<file path="config.mk">
export PLATFORM = sky130hd
export DESIGN_NAME = sio_regfile
export DESIGN_NICKNAME = d
export VERILOG_FILES = /design/src/rtl/sio_pkg.sv /design/src/rtl/sio_addr_dec.sv /design/src/rtl/sio_tx_slot.sv /design/src/rtl/sio_rx_status.sv /design/src/rtl/sio_irq_unit.sv /design/src/rtl/sio_regfile.sv
export SDC_FILE = /design/constraint.sdc
export NUM_CORES = 1
export LEC_CHECK = 0
export BUFFER_PORTS_ARGS = -buffer_cell sky130_fd_sc_hd__buf_2
export CAP_MARGIN = 20
export CORE_MARGIN = 4
export CORE_UTILIZATION = 30
export DETAILED_ROUTE_END_ITERATION = 12
export PLACE_DENSITY = 0.52
export SLEW_MARGIN = 20
export SYNTH_ARGS = -nofsm -noshare
export SYNTH_HDL_FRONTEND = slang
export SYNTH_SLANG_ARGS = --single-unit
</file>
<file path="constraint.sdc">
create_clock -name clk -period 2.55 [get_ports clk]
set_clock_uncertainty 0.1 [all_clocks]
set_input_delay 0.3825 -clock clk [delete_from_list [all_inputs] [get_ports clk]]
set_output_delay 0.3825 -clock clk [all_outputs]
set_load 0.005 [all_outputs]
</file>
<file path="src/rtl/sio_pkg.sv">
package sio_pkg;

  localparam int DATA_W = 32;
  localparam int BYTE_W = 8;

  // word indices of the register map
  localparam int IDX_TXCTL     = 0;
  localparam int IDX_TXDMA     = 1;
  localparam int IDX_RXCTL     = 2;
  localparam int IDX_DOUT      = 7;
  localparam int IDX_STAT_CLR  = 8;
  localparam int IDX_STAT_PEEK = 9;
  localparam int IDX_MASK      = 11;
  localparam int IDX_ACK       = 12;
  localparam int IDX_RAW       = 13;
  localparam int IDX_MASKED    = 14;

  // bit positions
  localparam int BIT_DAV    = 16;
  localparam int BIT_TXIDLE = 22;
  localparam int BIT_TXRDY  = 24;
  localparam int BIT_IRQ_TX = 0;
  localparam int BIT_IRQ_RX = 3;

  // plain read/write control words: transmit control, DMA enable, receive control
  localparam int NUM_CTL = 3;
  localparam int CTL_RX  = 2;

  typedef struct packed {
    logic [DATA_W-1:0] raw;
    logic              pending;
  } irq_state_t;

  function automatic int ctl_index(int k);
    case (k)
      0:       return IDX_TXCTL;
      1:       return IDX_TXDMA;
      default: return IDX_RXCTL;
    endcase
  endfunction

  function automatic logic [DATA_W-1:0] status_word(logic [BYTE_W-1:0] b, logic dav);
    logic [DATA_W-1:0] w;
    w = '0;
    w[BYTE_W-1:0] = b;
    w[BIT_DAV]    = dav;
    w[BIT_TXIDLE] = 1'b1;
    w[BIT_TXRDY]  = 1'b1;
    return w;
  endfunction

  // One cycle of interrupt state: host effect first, receive effect last.
  function automatic irq_state_t irq_step(irq_state_t cur, logic tx_set,
                                          logic ack_wr, logic [DATA_W-1:0] ack_val,
                                          logic rx_set);
    irq_state_t nxt;
    logic [DATA_W-1:0] ackv;
    nxt  = cur;
    ackv = ack_val;
    if (tx_set) begin
      nxt.raw[BIT_IRQ_TX] = 1'b1;
      nxt.pending         = 1'b1;
    end
    if (ack_wr) begin
      if (cur.pending && ackv[BIT_IRQ_TX]) begin
        nxt.raw[BIT_IRQ_TX] = 1'b1;
        nxt.pending         = 1'b0;
        ackv[BIT_IRQ_TX]    = 1'b0;
      end
      nxt.raw = nxt.raw & ~ackv;
    end
    if (rx_set) nxt.raw[BIT_IRQ_RX] = 1'b1;
    return nxt;
  endfunction

  function automatic logic [DATA_W-1:0] masked_of(logic [DATA_W-1:0] raw,
                                                  logic [DATA_W-1:0] mask);
    return raw & mask;
  endfunction

endpackage

</file>
<file path="src/rtl/sio_addr_dec.sv">
module sio_addr_dec
  import sio_pkg::*;
#(
  parameter int ADDR_W = 4
) (
  input  logic              sel,
  input  logic              we,
  input  logic [ADDR_W-1:0] addr,
  output logic [NUM_CTL-1:0] wr_ctl,
  output logic              wr_dout,
  output logic              wr_mask,
  output logic              wr_ack,
  output logic              rd_clr
);

  logic wr_any;
  logic rd_any;

  assign wr_any = sel && we;
  assign rd_any = sel && !we;

  for (genvar k = 0; k < NUM_CTL; k++) begin : g_ctl
    assign wr_ctl[k] = wr_any && (addr == ADDR_W'(ctl_index(k)));
  end

  assign wr_dout = wr_any && (addr == ADDR_W'(IDX_DOUT));
  assign wr_mask = wr_any && (addr == ADDR_W'(IDX_MASK));
  assign wr_ack  = wr_any && (addr == ADDR_W'(IDX_ACK));
  assign rd_clr  = rd_any && (addr == ADDR_W'(IDX_STAT_CLR));

endmodule

</file>
<file path="src/rtl/sio_tx_slot.sv">
module sio_tx_slot
  import sio_pkg::*;
(
  input  logic              clk,
  input  logic              rst_n,
  input  logic              load,
  input  logic [DATA_W-1:0] load_val,
  input  logic              tx_ready,
  output logic              tx_fire,
  output logic [DATA_W-1:0] dout_q,
  output logic [BYTE_W-1:0] tx_data,
  output logic              tx_valid
);

  // a load is taken only when the slot is empty
  assign tx_fire = load && !tx_valid;

  always_ff @(posedge clk) begin
    if (!rst_n) begin
      dout_q   <= '0;
      tx_data  <= '0;
      tx_valid <= 1'b0;
    end else if (tx_fire) begin
      dout_q   <= load_val;
      tx_data  <= load_val[BYTE_W-1:0];
      tx_valid <= 1'b1;
    end else if (tx_valid && tx_ready) begin
      tx_valid <= 1'b0;
    end
  end

endmodule

</file>
<file path="src/rtl/sio_rx_status.sv">
module sio_rx_status
  import sio_pkg::*;
(
  input  logic              clk,
  input  logic              rst_n,
  input  logic              rx_fire,
  input  logic [BYTE_W-1:0] rx_byte,
  input  logic              rd_clr,
  output logic [BYTE_W-1:0] byte_q,
  output logic              dav_q
);

  always_ff @(posedge clk) begin
    if (!rst_n) begin
      byte_q <= '0;
      dav_q  <= 1'b0;
    end else if (rx_fire) begin
      byte_q <= rx_byte;
      dav_q  <= 1'b1;       // arrival wins over the clearing read
    end else if (rd_clr) begin
      dav_q  <= 1'b0;
    end
  end

endmodule

</file>
<file path="src/rtl/sio_irq_unit.sv">
module sio_irq_unit
  import sio_pkg::*;
(
  input  logic              clk,
  input  logic              rst_n,
  input  logic              tx_set,
  input  logic              ack_wr,
  input  logic [DATA_W-1:0] ack_val,
  input  logic              rx_set,
  input  logic              mask_wr,
  input  logic [DATA_W-1:0] mask_val,
  output logic [DATA_W-1:0] raw_q,
  output logic [DATA_W-1:0] mask_q,
  output logic [DATA_W-1:0] masked_q,
  output logic              pending_q,
  output logic              irq_o
);

  irq_state_t        cur;
  irq_state_t        nxt;
  logic [DATA_W-1:0] mask_nxt;
  logic [DATA_W-1:0] masked_nxt;

  assign cur        = '{raw: raw_q, pending: pending_q};
  assign nxt        = irq_step(cur, tx_set, ack_wr, ack_val, rx_set);
  assign mask_nxt   = mask_wr ? mask_val : mask_q;
  assign masked_nxt = masked_of(nxt.raw, mask_nxt);

  always_ff @(posedge clk) begin
    if (!rst_n) begin
      raw_q     <= '0;
      pending_q <= 1'b0;
      mask_q    <= '0;
      masked_q  <= '0;
      irq_o     <= 1'b0;
    end else begin
      raw_q     <= nxt.raw;
      pending_q <= nxt.pending;
      mask_q    <= mask_nxt;
      masked_q  <= masked_nxt;
      irq_o     <= |masked_nxt;
    end
  end

endmodule

</file>
<file path="src/rtl/sio_regfile.sv">
module sio_regfile
  import sio_pkg::*;
#(
  parameter int ADDR_W = 4
) (
  input  logic              clk,
  input  logic              rst_n,
  input  logic              bus_sel,
  input  logic              bus_we,
  input  logic [ADDR_W-1:0] bus_addr,
  input  logic [31:0]       bus_wdata,
  output logic [31:0]       bus_rdata,
  output logic              irq_o,
  output logic [7:0]        tx_data,
  output logic              tx_valid,
  input  logic              tx_ready,
  input  logic [7:0]        rx_data,
  input  logic              rx_valid,
  output logic              rx_ready
);

  // named internal events
  logic [NUM_CTL-1:0] wr_ctl;
  logic               wr_dout;
  logic               wr_mask;
  logic               wr_ack;
  logic               rd_clr;
  logic               tx_fire;
  logic               rx_fire;

  logic [NUM_CTL-1:0][DATA_W-1:0] ctl_q;
  logic [DATA_W-1:0]  dout_q;
  logic [DATA_W-1:0]  raw_q;
  logic [DATA_W-1:0]  mask_q;
  logic [DATA_W-1:0]  masked_q;
  logic               pending_q;
  logic [BYTE_W-1:0]  rx_byte_q;
  logic               dav_q;
  logic               rxctl0;
  logic [DATA_W-1:0]  rd_mux;

  sio_addr_dec #(.ADDR_W(ADDR_W)) u_dec (
    .sel     (bus_sel),
    .we      (bus_we),
    .addr    (bus_addr),
    .wr_ctl  (wr_ctl),
    .wr_dout (wr_dout),
    .wr_mask (wr_mask),
    .wr_ack  (wr_ack),
    .rd_clr  (rd_clr)
  );

  always_ff @(posedge clk) begin
    if (!rst_n) begin
      ctl_q <= '0;
    end else begin
      for (int k = 0; k < NUM_CTL; k++) begin
        if (wr_ctl[k]) ctl_q[k] <= bus_wdata;
      end
    end
  end

  assign rxctl0   = ctl_q[CTL_RX][0];
  assign rx_ready = rxctl0 || !raw_q[BIT_IRQ_RX];
  assign rx_fire  = rx_valid && rx_ready;

  sio_tx_slot u_tx (
    .clk      (clk),
    .rst_n    (rst_n),
    .load     (wr_dout),
    .load_val (bus_wdata),
    .tx_ready (tx_ready),
    .tx_fire  (tx_fire),
    .dout_q   (dout_q),
    .tx_data  (tx_data),
    .tx_valid (tx_valid)
  );

  sio_rx_status u_rx (
    .clk     (clk),
    .rst_n   (rst_n),
    .rx_fire (rx_fire),
    .rx_byte (rx_data),
    .rd_clr  (rd_clr),
    .byte_q  (rx_byte_q),
    .dav_q   (dav_q)
  );

  sio_irq_unit u_irq (
    .clk       (clk),
    .rst_n     (rst_n),
    .tx_set    (tx_fire),
    .ack_wr    (wr_ack),
    .ack_val   (bus_wdata),
    .rx_set    (rx_fire),
    .mask_wr   (wr_mask),
    .mask_val  (bus_wdata),
    .raw_q     (raw_q),
    .mask_q    (mask_q),
    .masked_q  (masked_q),
    .pending_q (pending_q),
    .irq_o     (irq_o)
  );

  always_comb begin
    case (bus_addr)
      ADDR_W'(IDX_TXCTL):     rd_mux = ctl_q[0];
      ADDR_W'(IDX_TXDMA):     rd_mux = ctl_q[1];
      ADDR_W'(IDX_RXCTL):     rd_mux = ctl_q[CTL_RX];
      ADDR_W'(IDX_DOUT):      rd_mux = dout_q;
      ADDR_W'(IDX_STAT_CLR),
      ADDR_W'(IDX_STAT_PEEK): rd_mux = status_word(rx_byte_q, dav_q);
      ADDR_W'(IDX_MASK):      rd_mux = mask_q;
      ADDR_W'(IDX_RAW):       rd_mux = raw_q;
      ADDR_W'(IDX_MASKED):    rd_mux = masked_q;
      default:                rd_mux = '0;   // acknowledge and unmapped words
    endcase
  end

  assign bus_rdata = (bus_sel && !bus_we) ? rd_mux : '0;

endmodule


</file>
# --- Word level (Yosys, flattened, before mapping) ---
# Cells that the tools add are included.
# W data, S select, Z words.
classes:
  add_sub_neg: 0
  n_mul: 0
  div_mod_pow: 0
  magnitude_cmp: 0
  n_eq_ne: 9
  shifts: 0
  mux: 14
  n_bitwise: 3
  n_reduce_logical: 22
ops:
  columns: ["operator", "count"]
  rows:
  - ["$pmux W32 S8", 1]
  - ["$and A32 B32 Y32", 2]
  - ["$mux W32", 2]
  - ["$mux W33", 1]
  - ["$not A32 Y32", 1]
  - ["$reduce_or A32 Y1", 1]
  - ["$eq A4 B4 Y1 const B", 6]
  - ["$logic_and A1 B1 Y1", 13]
  - ["$mux W1", 7]
  - ["$mux W2", 3]
  - ["$eq A4 B1 Y1 const B", 1]
  - ["$eq A4 B2 Y1 const B", 1]
  - ["$eq A4 B3 Y1 const B", 1]
  - ["$logic_not A4 Y1", 1]
  - ["$reduce_bool A2 Y1", 2]
  - ["$logic_not A1 Y1", 3]
  - ["$reduce_or A2 Y1", 1]
  - ["$logic_or A1 B1 Y1", 1]
totals:
  reg_bits: 244
  latchBits: 0
  ramBits: 0
  rom_bits: 0
  input_bits: 50
  word_cells: 61
  mem_count: 0

# --- Logic depth before layout (Yosys ltp) ---
# Gate-level depths: netlist of run 1.
logic_depth:
  word_depth: 11
  depth_mapped: 9
  mapped_depth_nobuf: 6

# --- Hierarchy ---
# Synthesis of run 1 repeated with hierarchy kept, for this count alone.
hier_totals:
  hier_cells: 1115
  area_unflattened_um2: 10872.9
by_module_without_submodules:
  columns: ["module", "n_inst", "cells_per_inst", "area_per_inst_um2", "seq_area_each_um2"]
  rows:
  - ["sio_regfile", 1, 601, 5690.5, 1921.8]
  - ["sio_irq_unit", 1, 321, 3349.5, 1961.9]
  - ["sio_tx_slot", 1, 151, 1411.4, 660.6]
  - ["sio_rx_status", 1, 28, 335.3, 180.2]
  - ["sio_addr_dec", 1, 14, 86.3, 0.0]

# --- Worst setup path after synthesis of run 1 ---
# No wires, ideal clock.
synth_path:
  path_kind: "input to register"
  from: "input port bus_addr[0]"
  to: "register u_irq.irq_o"
  arrival_ns: 2.150
  required_ns: 2.325
  slack_ns: 0.175
  cell_stages: 9
  cell_sequence: "buf_4 -> and4b_1 -> buf_4 -> nand2_4 -> buf_2 -> mux2_2 -> a22oi_1 -> nand4_1 -> o41a_1"
synth_between:
  elab_chain_len: 10
  elab_cells_between_ends: 16
  cone_classes: "3 x eq/ne; 6 x mux; 2 x bitwise; 5 x reduce/logical"
synth_lines:
  columns: ["element", "line_no", "source"]
  rows:
  - ["start, declared", "sio_regfile.sv:10", "input logic [ADDR_W-1:0] bus_addr,"]
  - ["$eq A4 B3 Y1", "sio_addr_dec.sv:26", "assign wr_dout = wr_any && (addr == ADDR_W'(IDX_DOUT));"]
  - ["$logic_and A1 B1 Y1", "sio_addr_dec.sv:26", null]
  - ["$logic_and A1 B1 Y1", "sio_tx_slot.sv:16", "assign tx_fire = load && !tx_valid;"]
  - ["$mux W2", "sio_pkg.sv:60", "if (tx_set) begin"]
  - ["$mux W2", "sio_pkg.sv:65", "if (cur.pending && ackv[BIT_IRQ_TX]) begin"]
  - ["$mux W2", "sio_pkg.sv:64", "if (ack_wr) begin"]
  - ["$and A32 B32 Y32", "sio_pkg.sv:70", "nxt.raw = nxt.raw & ~ackv;"]
  - ["$mux W33", "sio_pkg.sv:64", null]
  - ["$and A32 B32 Y32 (*)", "sio_pkg.sv:78", "return raw & mask;"]
  - ["$reduce_or A32 Y1 (*)", "sio_irq_unit.sv:41", "irq_o <= |masked_nxt;"]
  - ["end signal, assigned", "sio_irq_unit.sv:41", null]
  - ["end, declared", "sio_irq_unit.sv:16", "output logic irq_o"]
# Every way passes the cells marked *; elsewhere a longest branch is shown, timed or not. The select of a mux whose other input is x is not followed.
# A chain may end at the register's enable or synchronous reset.

# --- Final worst setup path of run 1 ---
layout_path:
  from: "input port bus_addr[1]"
  to: "output port bus_rdata[4]"
layout_between:
  elab_chain_len: 4
  elab_cells_between_ends: 12
  cone_classes: "8 x eq/ne; 2 x mux; 2 x reduce/logical"
layout_lines:
  columns: ["element", "line_no", "source"]
  rows:
  - ["$eq A4 B4 Y1", "sio_regfile.sv:106", "case (bus_addr)"]
  - ["$reduce_or A2 Y1", "sio_regfile.sv:106", null]
  - ["$pmux W32 S8 (*)", "sio_regfile.sv:106", null]
  - ["$mux W32 (*)", "sio_regfile.sv:120", "assign bus_rdata = (bus_sel && !bus_we) ? rd_mux : '0;"]
  - ["end, declared", "sio_regfile.sv:12", "output logic [31:0] bus_rdata,"]
# Every way passes the cells marked *; elsewhere a longest branch is shown, timed or not.

==> reports/results.tsv, run 1 <==
metric	value	unit
fin_crit	2.49	ns
cp.arrival	2.00	ns
avgSynthCellArea	8.64	um2
wl	34400	um
synth_top_cell_by_area	dfxtp_1	
required	2.07	ns
drc	0	
grt_pass1_vias	8838	
clkTransAtPathRegs	0.05	ns
cts_buffers	26	
async_flop_share	0	%
io_pins	93	
grt_max_degree	44	
power.density	642	mW/mm2
grt_pass1_wl	53000	um
clkLatencyLatePin	0.53	ns
overflow	0	
rsz0062_at_grt	true	
grt.total_usage	18.4	%
clock_sinks	236	
cts_tree	done	
hold_viol	0	
cts_max_path_buffers	3	
portBuffers	92	
synth_flop_cell	dfxtp_1	
setup_viol	0	
via_per_inst	5.24	
ys_seq_area_share	46.5	%
die_x	192	um
tightest_slew	0.483	ns
antenna_found_initial	0	
drtIter0Drc	654	
die-area	0.0369	mm2
synth_fp_nets	1225	
synth_cell_types	49	
cts_root_buf	clkbuf_16	
cap_violations	0	
max_stage_delay	0.31	ns
peakVddDrop	462	uV
rows	67	
wire_per_inst	19.8	um
yosys_warnings	0	
finalCritPeriodShare	97.5	%
min-delay-path-class	in2reg	
relSlewSlack	67.8	%
start_util	30.4	%
final_cell_mix	283 x nand2_1, 236 x dfxtp_1, 106 x a21boi_1, 91 x buf_2, 83 x a22oi_1	
layout_commonest_cell	nand2_1	
p_leak	4.40	nW
finalMaxSlewViolations	0	
vias	9122	
reg2reg_slack	0.72	ns
post-dp-hpwl	23100	um
path_buf_inv	4	
synth_area_leaders	dfxtp_1 47%, nand2_1 10%, a21boi_1 7.8%, a22oi_1 6.1%, a21boi_0 4.7%	
ctsResizeCount	0	
ant_nets	0	
slowest_stage	buf_4	
layout.cells.non_filler	1740	
synthDominantCellAreaShare	46.5	%
netlist_area	0.0102	mm2
fmax	402	MHz
syn_inst	1175	
stdcell_area	0.0125	mm2
htree_levels	1	
gp_routability_congestion	0.823	
nets	1323	
area_growth	22.6	%
die-height	192	um
dr.pass1.iters	5	
fp.coreArea	0.0334	mm2
dp_cells	1691	
crit_path_cell_trace	buf_2 > buf_4 > nand2b_1 > nor3_2 > buf_4 > a22oi_1 > a41oi_1 > buf_2	
synth-edff-count	0	
synth_seq_cells	236	
end_kind	primary output	
status	finished clean	
critical_path.top_delay_family	buffers and inverters	
startpoint_type	input pin	
post_route_cells_drive_above_1_share	18.6	%
path_max_fanout	14	
antenna_cells	0	
crit_type	in2out	
place_area	0.0116	mm2
layout make-up:
type / count / area, um2
sequential: 236 / 4720
fill: 3433 / 21000
tap: 448 / 561
timing repair buffer: 173 / 1250
clock buffer: 38 / 767
clock inverter: 9 / 105
inverter: 22 / 82.6
multi-input combinational: 814 / 4960
power by group:
group / internal (mW) / switching (mW) / leakage (nW)
Combinational: 0.166 / 0.284 / 2.07
Clock: 2.28 / 1.53 / 0.428
Sequential: 3.72 / 0.0205 / 1.90
kinds of logic after synthesis:
kind of cell              Yosys count  share of synthesized area (%)
buffers and inverters             125                           5.14
DFF                               236                           46.5
xor gates and xnor gates            1                         0.0863
AOI/OAI and AO/OA                 385                           28.4
and+or+nand+nor                   417                           18.5
muxes                              11                           1.36
worst min-delay path: stages:
cell and delay [ns]:
buf_2 0.09, nand2_1 0.04, a21boi_0 0.06
state kept, by name, indices dropped and copies added (netlist names):
name and flops:
ctl_q 96, u_irq.irq_o 1, u_irq.mask_q 32, u_irq.masked_q 32, u_irq.pending_q 1, u_irq.raw_q 32
u_rx.byte_q 8, u_rx.dav_q 1, u_tx.dout_q 25, u_tx.tx_data 7, u_tx.tx_valid 1
through the flow:
step	util [%]	worst slack (ns)	TNS, ns	hold WS [ns]	power, mW
floorplan	-	0.175	0	0.334	4.01
global placement	34.6	-0.0550	-0.0550	0.340	4.26
detailed placement	34.6	-0.105	-0.105	0.344	4.27
CTS	37.2	0.0851	0	0.00171	8.07
global route	37.2	-0.0361	-0.0748	0.0205	8.26
finish	37.2	0.0644	0	0.0131	8.00
synth_stat cells (3+ instances only):
cell type / instances
a2111oi_2: 4
a21boi_0: 63
a21boi_1: 106
a21oi_1: 23
a221oi_1: 15
a222oi_1: 21
a22oi_1: 83
a31oi_1: 23
a41oi_1: 9
and2_1: 63
and3_1: 10
buf_1: 3
buf_2: 6
buf_4: 10
clkbuf_1: 83
dfxtp_1: 236
inv_1: 22
mux2_2: 6
mux2_4: 4
nand2_1: 283
nand2b_1: 6
nand3_1: 13
nor2_1: 6
nor2b_1: 12
nor3_1: 11
nor4_1: 3
o21ai_0: 15
o22ai_1: 4
o31ai_1: 9
worst paths after layout:
path	startpoint	to	cells after the start
worst max-delay path	bus_addr[1]	bus_rdata[4]	8
worst min-delay path	rx_data[5]	u_rx.byte_q[5]	3
worst max register to register	u_irq.raw_q[3]	u_irq.irq_o	6
worst min register to register	ctl_q[81]	ctl_q[81]	2
layer usage:
layer | part of all wire, % | vias up | GRT usage [%]
met4 | 2.4 | 0 | 4.55
met2 | 46 | 260 | 30.0
li1 | - | 4372 | -
met5 | 0 | - | 0
met3 | 4.9 | 50 | 2.42
met1 | 47 | 4440 | 25.8
repair_timing:
action	4_1_cts	5_1_grt
setup endpoints to repair	0	3
endpoints found under the hold margin	2	0
buffers inserted	0	0
hold buffers	2	0
(Power assumes the default switching activity.)
==> run 2: changes to the inputs <==
--- a/config.mk
+++ b/config.mk
@@ -11,6 +11,7 @@
 export CORE_UTILIZATION = 30
 export DETAILED_ROUTE_END_ITERATION = 12
 export PLACE_DENSITY = 0.52
+export RECOVER_POWER = 25
 export SLEW_MARGIN = 20
 export SYNTH_ARGS = -nofsm -noshare
 export SYNTH_HDL_FRONTEND = slang
==> run 2 against run 1 <==
  * Register-to-register slack hardly changed
  * Die area did not move
  * Core utilization shrank 0.14 points
  * Hold slack got worse by 0.0011 ns
  * Sequential cell count is the same
  * Critical path depth did not move
  * Setup slack about the same
  * Total power about the same
  * Global-route usage unchanged
  * Design area shrank 0.37%
  * Maximum frequency hardly changed
  * Cell count stayed put
  * Largest power group unchanged
==> reports/results.tsv, run 2 (synthesized netlist as in run 1, its figures left out) <==
metric	value	unit
place_area	0.0116	mm2
path_max_fanout	14	
crit_path_cell_trace	buf_2 > buf_4 > nand2b_1 > nor3_2 > buf_4 > a22oi_1 > a41oi_1 > buf_2	
dp_cells	1691	
clkLatencyLatePin	0.53	ns
p_switching	1.83	mW
io_pins	93	
whs	0.0119	ns
gp_routability_congestion	0.823	
drtIter0Drc	680	
rsz0062_at_grt	true	
p_comb_share	5.6	%
fp.coreArea	0.0334	mm2
vias	9079	
final_cell_mix	283 x nand2_1, 236 x dfxtp_1, 106 x a21boi_1, 90 x buf_2, 83 x a22oi_1	
die-area	0.0369	mm2
setup_ws	0.0644	ns
cts_buffers	26	
grt_pass1_wl	53000	um
cts_max_path_buffers	3	
antenna_cells	0	
wire_per_inst	19.8	um
stdcell_area	0.0124	mm2
cts_tree	done	
fin_crit	2.49	ns
cts_root_buf	clkbuf_16	
critPathLaunch	bus_addr[1]	
ant_nets	0	
rr_worst_depth	6	
crit_type	in2out	
min_from	rx_data[5]	
hold_viol	0	
post-dp-hpwl	23100	um
via_per_inst	5.22	
finalCritPeriodShare	97.5	%
power.internal	6.16	mW
fmax	402	MHz
nFillCells	3444	
setup_viol	0	
rows	67	
dr.pass1.iters	5	
grt_pass1_vias	8838	
wl	34400	um
hold_end	u_rx.byte_q[5]	
relSlewSlack	36.7	%
holdPathStages	3	
grt_max_degree	44	
min-delay-path-class	in2reg	
final_core_util	37.1	%
p_seq_share	46.7	%
finalMaxSlewViolations	0	
top_register	ctl_q	
fin_setup_tns	0	ns
die-height	192	um
largest_reg_flops	96	
peakVddDrop	464	uV
post_route_cells_drive_above_1_share	17.6	%
nets	1323	
switching_share	22.9	%
clock_sinks	236	
clkTransAtPathRegs	0.05	ns
cap_violations	0	
end_kind	primary output	
grt.total_usage	18.4	%
cp.arrival	2.00	ns
p_leak	4.33	nW
antenna_found_initial	0	
reg2reg_slack	0.73	ns
power.density	645	mW/mm2
max_stage_delay	0.32	ns
portBuffers	92	
clkPwrFrac	47.7	%
start_util	30.4	%
area_growth	22.2	%
htree_levels	1	
timing.rr.start	u_irq.raw_q[3]	
drc	0	
r2r-end	u_irq.irq_o	
ctsResizeCount	0	
slowest_stage	buf_4	
power.total	8.00	mW
layout_commonest_cell	nand2_1	
die_x	192	um
startpoint_type	input pin	
overflow	0	
required	2.07	ns
status	finished clean	
place_ws	-0.105	ns
tightest_slew	0.950	ns
layout.cells.non_filler	1740	
==> run 2: per-layer routing <==
metal / share of wire (%) / track usage [%] / vias up
met5: 0 / 0 / -
met4: 2.3 / 4.55 / 0
met3: 4.8 / 2.42 / 48
met2: 46 / 30.0 / 246
met1: 47 / 25.8 / 4424
li1: - / - / 4361
==> run 2: how the worst max path moves through the flow <==
stage               slack (ns)  cells after the start            end
floorplan                 0.18                      9    u_irq.irq_o
global placement         -0.05                      8    u_irq.irq_o
detailed placement       -0.11                      8    u_irq.irq_o
CTS                       0.09                      9  bus_rdata[24]
global route             -0.04                      9  bus_rdata[24]
finish                    0.06                      8   bus_rdata[4]
==> run 2: critical path, delay by kind of cell <==
kind,cells,cell delay (ns)
buf+inv,4,0.76
simple gates,2,0.43
compound gates,2,0.43
==> run 2: power by group through the flow <==
| stage | combinational, mW | clock [mW] | sequential, mW |
|---|---|---|---|
| 2_1_floorplan | 0.203 | 0 | 3.81 |
| 3_3_place_gp | 0.447 | 0 | 3.82 |
| 3_5_place_dp | 0.449 | 0 | 3.82 |
| 4_1_cts | 0.452 | 3.88 | 3.74 |
| 5_1_grt | 0.481 | 4.03 | 3.74 |
| 6_report | 0.446 | 3.82 | 3.74 |
==> run 2: timing repair <==
action                                  CTS  global route
setup buffers                             0             0
hold buffers                              2             0
hold endpoints to repair                  2             0
endpoints found under the setup margin    0             3
==> run 2: cell type report <==
type / count / area (um2) / share of cell area, %
flip-flops and latches: 236 / 4720 / 38.1
inverters: 22 / 82.6 / 0.666
clock buffers: 38 / 767 / 6.18
multi-input cells: 814 / 4940 / 39.8
well taps: 448 / 561 / 4.52
repair buffers: 173 / 1230 / 9.89
clock inverters: 9 / 105 / 0.847
==> run 3: changes to the inputs <==
--- a/config.mk
+++ b/config.mk
@@ -15,4 +15,5 @@
 export SLEW_MARGIN = 20
 export SYNTH_ARGS = -nofsm -noshare
 export SYNTH_HDL_FRONTEND = slang
+export SYNTH_HIERARCHICAL = 1
 export SYNTH_SLANG_ARGS = --single-unit
==> run 3 against run 2 <==
  * Sequential share of layout area decreased by 2.7 points
  * Critical path depth is the same
  * Routed wire length shrank 0.60%
  * Die area increased by 6.8%
  * Register-to-register slack is essentially flat
  * Cell count is essentially flat
  * Count of clock-buffer cells in the layout grew 3
  * Critical endpoint is now bus_rdata[5]
  * Largest power group unchanged
==> reports/results.tsv, run 3 <==
metric	value	unit
clkLatencyLatePin	0.54	ns
finalCritPeriodShare	97.5	%
wire_per_inst	19.6	um
startpoint_type	input pin	
die-height	198	um
synthDominantCellAreaShare	43.5	%
ant_nets	0	
cts_tree	done	
gp_routability_congestion	0.820	
netlist_area	0.0109	mm2
grt_pass1_vias	8508	
drc	0	
peakVddDrop	427	uV
post-dp-hpwl	23800	um
wl	34200	um
crit_type	in2out	
area_growth	22.7	%
grt_max_degree	52	
cp.arrival	2.00	ns
min-delay-path-class	in2reg	
synth_top_cell_by_area	dfxtp_1	
synth_most_common_cell	dfxtp_1	
rows	69	
dp_cells	1685	
cap_violations	0	
relSlewSlack	42.4	%
status	finished clean	
whs	0.0184	ns
cts_buffers	27	
synth_area_leaders	dfxtp_1 43%, mux2i_1 16%, nor2b_1 7.9%, nand2_1 4.0%, a22o_1 3.4%	
hold_viol	0	
antenna_found_initial	2	
htree_levels	1	
portBuffers	92	
cts_root_buf	clkbuf_16	
cts_max_path_buffers	3	
timing.rr.start	ctl_q[64]	
largest_reg_flops	96	
clock_sinks	236	
nets	1308	
post_route_cells_drive_above_1_share	21.6	%
hold_end	u_rx/byte_q[7]	
die_x	198	um
gr-usage-met1	23.4	%
tightest_slew	0.852	ns
layout.cells.non_filler	1741	
async_flop_share	0	%
finalMaxSlewViolations	0	
ys_seq_area_share	43.5	%
synth_cell_types	59	
required	2.07	ns
power.total	8.69	mW
grt_pass1_wl	52100	um
synthTopCellsByCount	236 x dfxtp_1, 175 x mux2i_1, 137 x nor2b_1, 116 x nand2_1, 49 x nor2_1	
met2_usage	27.9	%
path_max_fanout	11	
io_pins	93	
layout_commonest_cell	dfxtp_1	
final_core_util	37.4	%
avgSynthCellArea	9.75	um2
setup_viol	0	
rr_worst_depth	5	
synth_fp_nets	1165	
rsz0062_at_grt	false	
fmax	402	MHz
reg2reg_slack	0.72	ns
final_cell_mix	236 x dfxtp_1, 175 x mux2i_1, 135 x nor2b_1, 116 x nand2_1, 91 x buf_2	
end_kind	primary output	
drtIter0Drc	673	
vias	8584	
fin_setup_tns	0	ns
p_leak	4.69	nW
synth-edff-count	0	
clkTransAtPathRegs	0.05	ns
gr-usage-met3	2.57	%
postCtsSetupBuffers	0	
dr.pass1.iters	8	
grt.total_usage	16.9	%
r2r-end	u_rx/byte_q[3]	
grt-busiest-layer	met2	
overflow	0	
start_util	30.5	%
min_from	rx_data[7]	
power.density	651	mW/mm2
die-area	0.0394	mm2
top_register	ctl_q	
syn_inst	1115	
synth_flop_cell	dfxtp_1	
fin_crit	2.49	ns
fp.coreArea	0.0357	mm2
yosys_warnings	6	
synth_seq_cells	236	
holdPathStages	3	
via_per_inst	4.93	
## run 3: cell type report
type / count / area, um2
timing repair buffer: 205 / 1400
sequential: 236 / 4720
antenna: 1 / 2.50
inverter: 8 / 30.0
clock inverter: 9 / 188
clock buffer: 41 / 838
multi-input combinational: 780 / 5580
fill: 3623 / 22300
tap: 461 / 577
## run 3: through the flow
step                worst slack, ns  instance area [um2]
detailed placement           -0.142                12300
finish                       0.0633                13300
global placement            -0.0847                12300
floorplan                     0.326                10900
global route                0.00295                13300
CTS                          0.0390                13400
## run 3: layer usage
| metal | share of wire (%) | vias to the layer above |
|---|---|---|
| met2 | 47 | 174 |
| met1 | 47 | 4146 |
| met3 | 4.3 | 48 |
| met5 | 0.026 | - |
| met4 | 2.4 | 2 |
| li1 | - | 4214 |
## run 3: how the worst max path moves through the flow
stage                                to  depth (start not counted)        start
final                      bus_rdata[5]                          8  bus_addr[1]
after global routing      bus_rdata[14]                          8  bus_addr[2]
after CTS                 bus_rdata[30]                          8  bus_addr[1]
after detailed placement    u_irq/irq_o                         11      bus_sel
after global placement      u_irq/irq_o                         11      bus_sel
after floorplan             u_irq/irq_o                          9      bus_sel
## run 3: cells by family after synthesis
logic type | share of synthesized area (%)
multiplexers | 18.6
buffers and inverters | 5.50
AND/OR/NAND/NOR | 19.4
AO/OA/AOI/OAI | 13.0
flip-flops | 43.5
## run 3: worst max-delay path, cell delays in order
cell,delay [ns]
buf_2,0.18
buf_4,0.21
buf_4,0.23
nand2b_1,0.22
buf_4,0.24
o22a_1,0.22
a21oi_1,0.18
buf_2,0.15
## run 3: repair_timing
action                                  4_1_cts  5_1_grt
endpoints found under the setup margin        6        2
hold endpoints to repair                      5        0
pin swaps                                     0        0
resized for setup                             3        3
hold buffers                                  5        0
## run 3: power by group
part	switching (mW)	internal [mW]
registers	0.0186	3.72
clock network	1.60	2.77
logic	0.360	0.219
